**src/rtl/cqa_pkg.sv**
```systemverilog
package cqa_pkg;
  typedef enum logic [1:0] {
    QS_IDLE   = 2'd0,
    QS_ACTIVE = 2'd1,
    QS_PAUSED = 2'd2,
    QS_TRIG   = 2'd3
  } qstate_t;

  typedef enum logic [1:0] {
    E_PICK = 2'd0,
    E_REQ  = 2'd1,
    E_WAIT = 2'd2
  } eng_t;

  localparam int NUM_Q  = 2;
  localparam int FLAG_W = 3; // {ovr, pause, done} per queue
endpackage

```
**src/rtl/cqa_queue_ctl.sv**
```systemverilog
module cqa_queue_ctl
  import cqa_pkg::*;
#(
  parameter int IDX_W = 4,
  parameter int BASE  = 0
) (
  input  logic              clk,
  input  logic              rst_n,
  input  logic              trig_i,
  input  logic              hold_i,
  input  logic              eoq_hit_i,
  input  logic              adv_i,
  input  logic              adv_pause_i,
  input  logic [FLAG_W-1:0] clr_i,
  output qstate_t           state_o,
  output logic [IDX_W-1:0]  ptr_o,
  output logic [FLAG_W-1:0] flags_o
);
  localparam logic [IDX_W-1:0] BASE_IDX = IDX_W'(BASE);

  qstate_t           st_q, st_n;
  logic [IDX_W-1:0]  ptr_q, ptr_n;
  logic [FLAG_W-1:0] flg_q, set_v;

  always_comb begin
    st_n  = st_q;
    ptr_n = ptr_q;
    set_v = '0;
    if (eoq_hit_i) begin
      st_n     = QS_IDLE;
      set_v[0] = 1'b1;
    end else if (adv_i) begin
      ptr_n = ptr_q + 1'b1;
      if (adv_pause_i) begin
        st_n     = QS_PAUSED;
        set_v[1] = 1'b1;
      end
    end
    if (trig_i) begin
      unique case (st_q)
        QS_IDLE: begin
          ptr_n = BASE_IDX;
          st_n  = hold_i ? QS_TRIG : QS_ACTIVE;
        end
        QS_PAUSED: st_n = hold_i ? QS_TRIG : QS_ACTIVE;
        default:   set_v[2] = 1'b1;
      endcase
    end
    if (st_q == QS_TRIG && !hold_i) st_n = QS_ACTIVE;
  end

  always_ff @(posedge clk) begin
    if (!rst_n) begin
      st_q  <= QS_IDLE;
      ptr_q <= BASE_IDX;
      flg_q <= '0;
    end else begin
      st_q  <= st_n;
      ptr_q <= ptr_n;
      flg_q <= (flg_q & ~clr_i) | set_v;
    end
  end

  assign state_o = st_q;
  assign ptr_o   = ptr_q;
  assign flags_o = flg_q;

  AST_OVR_ON_RETRIG: assert property (@(posedge clk) disable iff (!rst_n)
    (trig_i && st_q == QS_ACTIVE) |=> flags_o[2]);
  AST_SET_BEATS_CLR: assert property (@(posedge clk) disable iff (!rst_n)
    (trig_i && st_q == QS_TRIG && clr_i[2]) |=> flags_o[2]);
  AST_PENDING_HELD: assert property (@(posedge clk) disable iff (!rst_n)
    (st_q == QS_TRIG && hold_i) |=> state_o == QS_TRIG);
  AST_END_TO_IDLE: assert property (@(posedge clk) disable iff (!rst_n)
    (eoq_hit_i && !trig_i) |=> (state_o == QS_IDLE && flags_o[0]));
  AST_PAUSE_STOPS: assert property (@(posedge clk) disable iff (!rst_n)
    (adv_i && adv_pause_i && !eoq_hit_i && !trig_i) |=> (state_o == QS_PAUSED && flags_o[1]));
endmodule

```
**src/rtl/cqa_engine_seq.sv**
```systemverilog
module cqa_engine_seq
  import cqa_pkg::*;
#(
  parameter int IDX_W = 4
) (
  input  logic             clk,
  input  logic             rst_n,
  input  logic [NUM_Q-1:0] q_active_i,
  input  logic [IDX_W-1:0] ptr0_i,
  input  logic [IDX_W-1:0] ptr1_i,
  output logic [IDX_W-1:0] cmd_addr_o,
  input  logic             cmd_eoq_i,
  input  logic             cmd_pause_i,
  output logic             conv_valid_o,
  input  logic             conv_ready_i,
  output logic [IDX_W-1:0] conv_idx_o,
  input  logic             conv_done_i,
  output logic [NUM_Q-1:0] eoq_hit_o,
  output logic [NUM_Q-1:0] adv_o,
  output logic             adv_pause_o
);
  eng_t             st_q;
  logic             sel_q, owner_q, pause_q, any_act;
  logic [IDX_W-1:0] idx_q;

  always_comb begin
    any_act    = |q_active_i;
    sel_q      = !q_active_i[0];
    cmd_addr_o = sel_q ? ptr1_i : ptr0_i;
    eoq_hit_o  = '0;
    adv_o      = '0;
    if (st_q == E_PICK && any_act && cmd_eoq_i) eoq_hit_o[sel_q] = 1'b1;
    if (st_q == E_WAIT && conv_done_i)          adv_o[owner_q]   = 1'b1;
  end

  always_ff @(posedge clk) begin
    if (!rst_n) begin
      st_q    <= E_PICK;
      owner_q <= 1'b0;
      pause_q <= 1'b0;
      idx_q   <= '0;
    end else begin
      unique case (st_q)
        E_PICK: if (any_act && !cmd_eoq_i) begin
          owner_q <= sel_q;
          idx_q   <= cmd_addr_o;
          pause_q <= cmd_pause_i;
          st_q    <= E_REQ;
        end
        E_REQ:  if (conv_ready_i) st_q <= E_WAIT;
        E_WAIT: if (conv_done_i)  st_q <= E_PICK;
        default: st_q <= E_PICK;
      endcase
    end
  end

  assign conv_valid_o = (st_q == E_REQ);
  assign conv_idx_o   = idx_q;
  assign adv_pause_o  = pause_q;

  AST_REQ_HOLD: assert property (@(posedge clk) disable iff (!rst_n)
    (conv_valid_o && !conv_ready_i) |=> (conv_valid_o && $stable(conv_idx_o)));
  AST_DONE_EXPECTED: assert property (@(posedge clk) disable iff (!rst_n)
    conv_done_i |-> (st_q == E_WAIT && !conv_valid_o));
  AST_ONE_EVENT: assert property (@(posedge clk) disable iff (!rst_n)
    $onehot0({eoq_hit_o, adv_o}));
endmodule

```
**src/rtl/conv_queue_arb.sv**
```systemverilog
module conv_queue_arb
  import cqa_pkg::*;
#(
  parameter int IDX_W   = 4,
  parameter int Q2_BASE = 8
) (
  input  logic             clk,
  input  logic             rst_n,
  input  logic             trig1_i,
  input  logic             trig2_i,
  input  logic [5:0]       flag_clr_i,
  output logic [IDX_W-1:0] cmd_addr_o,
  input  logic             cmd_eoq_i,
  input  logic             cmd_pause_i,
  output logic             conv_valid_o,
  input  logic             conv_ready_i,
  output logic [IDX_W-1:0] conv_idx_o,
  input  logic             conv_done_i,
  output logic [1:0]       q1_state_o,
  output logic [1:0]       q2_state_o,
  output logic [5:0]       flags_o
);
  localparam logic [IDX_W-1:0] Q2_IDX = IDX_W'(Q2_BASE);

  qstate_t           st   [NUM_Q];
  logic [IDX_W-1:0]  ptr  [NUM_Q];
  logic [FLAG_W-1:0] flg  [NUM_Q];
  logic [NUM_Q-1:0]  trig, act, eoq_hit, adv;
  logic              adv_pause;

  assign trig = {trig2_i, trig1_i};

  for (genvar g = 0; g < NUM_Q; g++) begin : g_q
    logic hold;
    if (g == 0) begin : g_hi
      assign hold = 1'b0;
    end else begin : g_lo
      assign hold = (st[0] == QS_ACTIVE);
    end
    cqa_queue_ctl #(.IDX_W(IDX_W), .BASE(g == 0 ? 0 : Q2_BASE)) ctl_i (
      .clk         (clk),
      .rst_n       (rst_n),
      .trig_i      (trig[g]),
      .hold_i      (hold),
      .eoq_hit_i   (eoq_hit[g]),
      .adv_i       (adv[g]),
      .adv_pause_i (adv_pause),
      .clr_i       (flag_clr_i[g*FLAG_W +: FLAG_W]),
      .state_o     (st[g]),
      .ptr_o       (ptr[g]),
      .flags_o     (flg[g])
    );
    assign act[g] = (st[g] == QS_ACTIVE);
  end

  cqa_engine_seq #(.IDX_W(IDX_W)) seq_i (
    .clk          (clk),
    .rst_n        (rst_n),
    .q_active_i   (act),
    .ptr0_i       (ptr[0]),
    .ptr1_i       (ptr[1]),
    .cmd_addr_o   (cmd_addr_o),
    .cmd_eoq_i    (cmd_eoq_i),
    .cmd_pause_i  (cmd_pause_i),
    .conv_valid_o (conv_valid_o),
    .conv_ready_i (conv_ready_i),
    .conv_idx_o   (conv_idx_o),
    .conv_done_i  (conv_done_i),
    .eoq_hit_o    (eoq_hit),
    .adv_o        (adv),
    .adv_pause_o  (adv_pause)
  );

  assign q1_state_o = st[0];
  assign q2_state_o = st[1];
  assign flags_o    = {flg[1], flg[0]};

  AST_Q1_FIRST: assert property (@(posedge clk) disable iff (!rst_n)
    ($rose(conv_valid_o) && $past(q1_state_o == 2'd1)) |-> (conv_idx_o < Q2_IDX));
  AST_Q1_NEVER_PENDING: assert property (@(posedge clk) disable iff (!rst_n)
    q1_state_o != 2'd3);
  AST_Q2_WAITS: assert property (@(posedge clk) disable iff (!rst_n)
    (q1_state_o == 2'd1 && q2_state_o != 2'd1) |=> q2_state_o != 2'd1);
endmodule

```
**config.mk**
```make
export PLATFORM = sky130hd
export DESIGN_NAME = conv_queue_arb
export DESIGN_NICKNAME = d
export VERILOG_FILES = /design/src/rtl/cqa_pkg.sv /design/src/rtl/cqa_queue_ctl.sv /design/src/rtl/cqa_engine_seq.sv /design/src/rtl/conv_queue_arb.sv
export SDC_FILE = /design/constraint.sdc
export NUM_CORES = 1
export LEC_CHECK = 0
export BUFFER_PORTS_ARGS = -buffer_cell sky130_fd_sc_hd__buf_4
export CORE_ASPECT_RATIO = 0.75
export CORE_MARGIN = 8
export CORE_UTILIZATION = 55
export CTS_BUF_LIST = sky130_fd_sc_hd__clkbuf_4 sky130_fd_sc_hd__clkbuf_8 sky130_fd_sc_hd__clkbuf_16
export CTS_CLUSTER_DIAMETER = 200
export DETAILED_ROUTE_END_ITERATION = 10
export GPL_TIMING_DRIVEN = 0
export PLACE_DENSITY_LB_ADDON = 0.25
export RECOVER_POWER = 50
export SLEW_MARGIN = 25
export SYNTH_ARGS = -nofsm -noshare
export SYNTH_HDL_FRONTEND = slang
export SYNTH_HIERARCHICAL = 1
export SYNTH_SLANG_ARGS = --single-unit
```
**constraint.sdc**
```tcl
create_clock -name clk -period 2.5 [get_ports clk]
set_input_delay 0 -clock clk [delete_from_list [all_inputs] [get_ports clk]]
set_output_delay 0 -clock clk [all_outputs]
set_load 0.01 [all_outputs]
```
==> flow_summary.toml <==
[sta]
layout_worst_path_cycle_share_pct = 81.8
slew_headroom_pct = 57.8
fin_ws_ns = 0.456
fmax_ghz = 0.489
finClkSkew_ns = 0.0144
hold_viol = 0
setup_viol = 0
worst_pin_slew_ns = 0.634
rsz0062_at_grt = "false"
period_needed_ns = 2.04
fin_tns_setup_ns = 0
final_max_slew_viol_count = 0

[logic_synthesis]
synthTopCellsByCount = "26 x dfxtp_1, 15 x a21oi_1, 15 x nand2_1"
avgSynthCellArea_sq_um = 9.06
ys_top_cells_by_area = "dfxtp_1 41%, a21oi_1 6.0%, nand2_1 4.5%"
synthAdderAreaFrac_pct = 1.99
synth_compound_area_share_pct = 17.6
synth_top_cell_by_area = "dfxtp_1"
yosysMostFrequentCell = "dfxtp_1"
synth-seq-cells = 26
synthMuxAreaShare_pct = 4.37
synth_warnings = 6
synth_top_family_by_area = "simple AND/OR/NAND/NOR gates"
ys.flop_type = "dfxtp_1"
synthArstFlopShare_pct = 0
synth_simple_gate_area_share_pct = 28.3
synth_edf_count = 0
synth-xor-area-share_pct = 2.78
yosysTopAreaCellShare_pct = 41.4
ys_seq_area_share_pct = 41.4
synthCells = 139
synth_area_sq_um = 1260
synthDistinctLibCells = 39

[floorplanning]
core_area_sq_um = 2230
rows = 15
pin_count = 33
die_height_um = 57.4
dieArea_sq_um = 4090
start_util_pct = 56.4
die_w_um = 71.2

[clocking]
clock_latency_ns = 0.32
post_cts_resized = 0
cts.sinks = 26
clk_pin_slew_worst_paths_ns = 0.15
clock-root-buffer = "clkbuf_4"
cts_tree = "yes"
htree_levels = 1
cts_buffers = 3
cts_buffer_depth = 2

[worst_setup_path]
cp_max_fo = 8
critPathArrivalTime_ns = 2.26
cp-start-kind = "flip-flop"
max_stage_delay_ns = 0.55
path_cells = "nor2b_1 -> buf_6 -> and4b_2 -> o21a_1 -> dlygate4sd3_1"
slowest_stage = "dlygate4sd3_1"
required_ns = 2.71
crit_family = "buffers and inverters"
critPathKind = "reg2reg"
crit_path_end_kind = "flip-flop"
cp.buffers_inverters = 2

[cells_and_area]
n_fill_cell = 189
layout-drive-gt1-share_pct = 18.8
final_area_sq_um = 1670
syn_to_final_growth_pct = 32.9
fin_nets = 209
diodes = 0
final_cell_count_no_fill = 217

[routing]
routed-wl-met2_um = 1560
met3WireLength_um = 214
first_pass_iters = 4
drtIter0Drc = 86
drt-met1-wl_um = 1320
top_layer_used = "met4"
via_count = 1165
antenna_left = 0
routedWlPerCell_um = 14.3
drc_errors = 0
avgViaCountPerCell = 5.37
drt_wl_total_um = 3110

[place]
place_ws_ns = 0.721
portBuffers = 32
dp.cells = 197
gp_congestion = 0.798
place_hpwl_um = 2300
dpl_cell_area_sq_um = 1530

[global_routing]
grt_pass1_wl_um = 5400
grt_usage_pct = 16.0
grt_pass1_vias = 1192
grt_start_max_net_pins = 16
antenna_found_initial = 0
grt-ovfl-total = 0

[pwr]
p_per_area_nw_per_um2 = 519
max-vdd-ir-drop_mv = 0.440
power.total_uw = 869
p_leak_nw = 0.676

[run_status]
run_status = "completed"

[job]
max_cap_viol_count = 0

[min_path]
hold_path_class = "in2reg"
-- state kept, by name (all words and copies together), names as in the netlist --
register,flops
g_q.ctl_i/ptr_o,8
g_q.ctl_i/flags_o,6
g_q.ctl_i/state_o,4
seq_i/conv_idx_o,4
seq_i/st_q,2
seq_i/adv_pause_o,1
seq_i/owner_q,1
-- layout make-up --
class	instances	area (sq um)	area share, %
buffer	3	26.3	1.57
inverter	4	15.0	0.898
sequential	26	520	31.1
tap	25	31.3	1.87
clock inverter	1	30.0	1.80
timing repair buffer	48	340	20.3
clock buffer	3	22.5	1.35
multi-input combinational	107	687	41.1
-- timing repair --
action | CTS | global route
hold buffers | 16 | 0
buffers inserted | 0 | 0
hold endpoints to repair | 12 | 0
-- per-stage QoR --
stage / utilization [%] / hold slack [ns]
floorplan: - / 0.118
global placement: 68.7 / 0.260
detailed placement: 68.7 / 0.277
CTS: 78.2 / 0.00530
global route: 74.9 / 0.0159
finish: 74.9 / 0.0115
-- metal layers --
layer | vias up | global-route usage (%)
met1 | 543 | 17.6
met3 | 2 | 5.77
met2 | 35 | 28.5
li1 | 585 | -
met4 | 0 | 4.13
met5 | - | 0
-- cells by family (layout without fill, tap and decap cells) --
group	count (synthesis)	count (layout)
and+or+nand+nor	58	58
AOI/OAI and AO/OA	36	36
DFF	26	26
buffers and inverters	7	59
muxes	5	5
xor gates and xnor gates	4	4
adders and majority gates	2	2
other	1	2
-- path summary, 6_finish.rpt --
| kind | end | slack [ns] | from | depth (start not counted) |
|---|---|---|---|---|
| max | g_q[1].ctl_i/flags_o[0] | 0.46 | g_q[0].ctl_i/state_o[0] | 5 |
| min | seq_i/st_q[1] | 0.01 | conv_done_i | 4 |
| max reg2reg | g_q[1].ctl_i/flags_o[0] | 0.46 | g_q[0].ctl_i/state_o[0] | 5 |
| min reg2reg | seq_i/conv_idx_o[1] | 0.47 | seq_i/conv_idx_o[1] | 2 |
-- cells in the final DEF (no fill, tap or decap), types with 2 or more instances in the layout --
cell type | Yosys | routed
and3b_1 | 2 | 2
nor2_1 | 7 | 7
xnor2_1 | 2 | 2
nand3b_1 | 2 | 2
nand4_1 | 4 | 4
nor2b_1 | 9 | 10
nand2_1 | 15 | 15
o21ai_1 | 2 | 2
mux2_2 | 4 | 4
buf_6 | 2 | 2
o21a_1 | 3 | 3
xor2_1 | 2 | 2
inv_1 | 4 | 4
a21oi_1 | 15 | 15
nand3_1 | 2 | 2
dfxtp_1 | 26 | 26
clkbuf_4 | 0 | 3
conb_1 | 1 | 2
nand2b_1 | 3 | 3
nand2b_4 | 2 | 2
and2b_2 | 2 | 2
ha_1 | 2 | 2
buf_4 | 0 | 16
o21ai_0 | 9 | 9
clkbuf_1 | 1 | 17
a21boi_0 | 2 | 2
dlygate4sd3_1 | 0 | 16
-- worst register-to-register path, stage by stage (launching register included) --
cell and delay [ns]:
dfxtp_1 0.45, nor2b_1 0.29, buf_6 0.18, and4b_2 0.27, o21a_1 0.19, dlygate4sd3_1 0.55
-- power by group --
group,leakage (nW),internal [mW],switching (mW)
clock network,0.0279,0.162,0.123
logic,0.436,0.0726,0.0645
registers,0.212,0.429,0.0165
total,0.676,0.664,0.204
(Power assumes the default switching activity.)
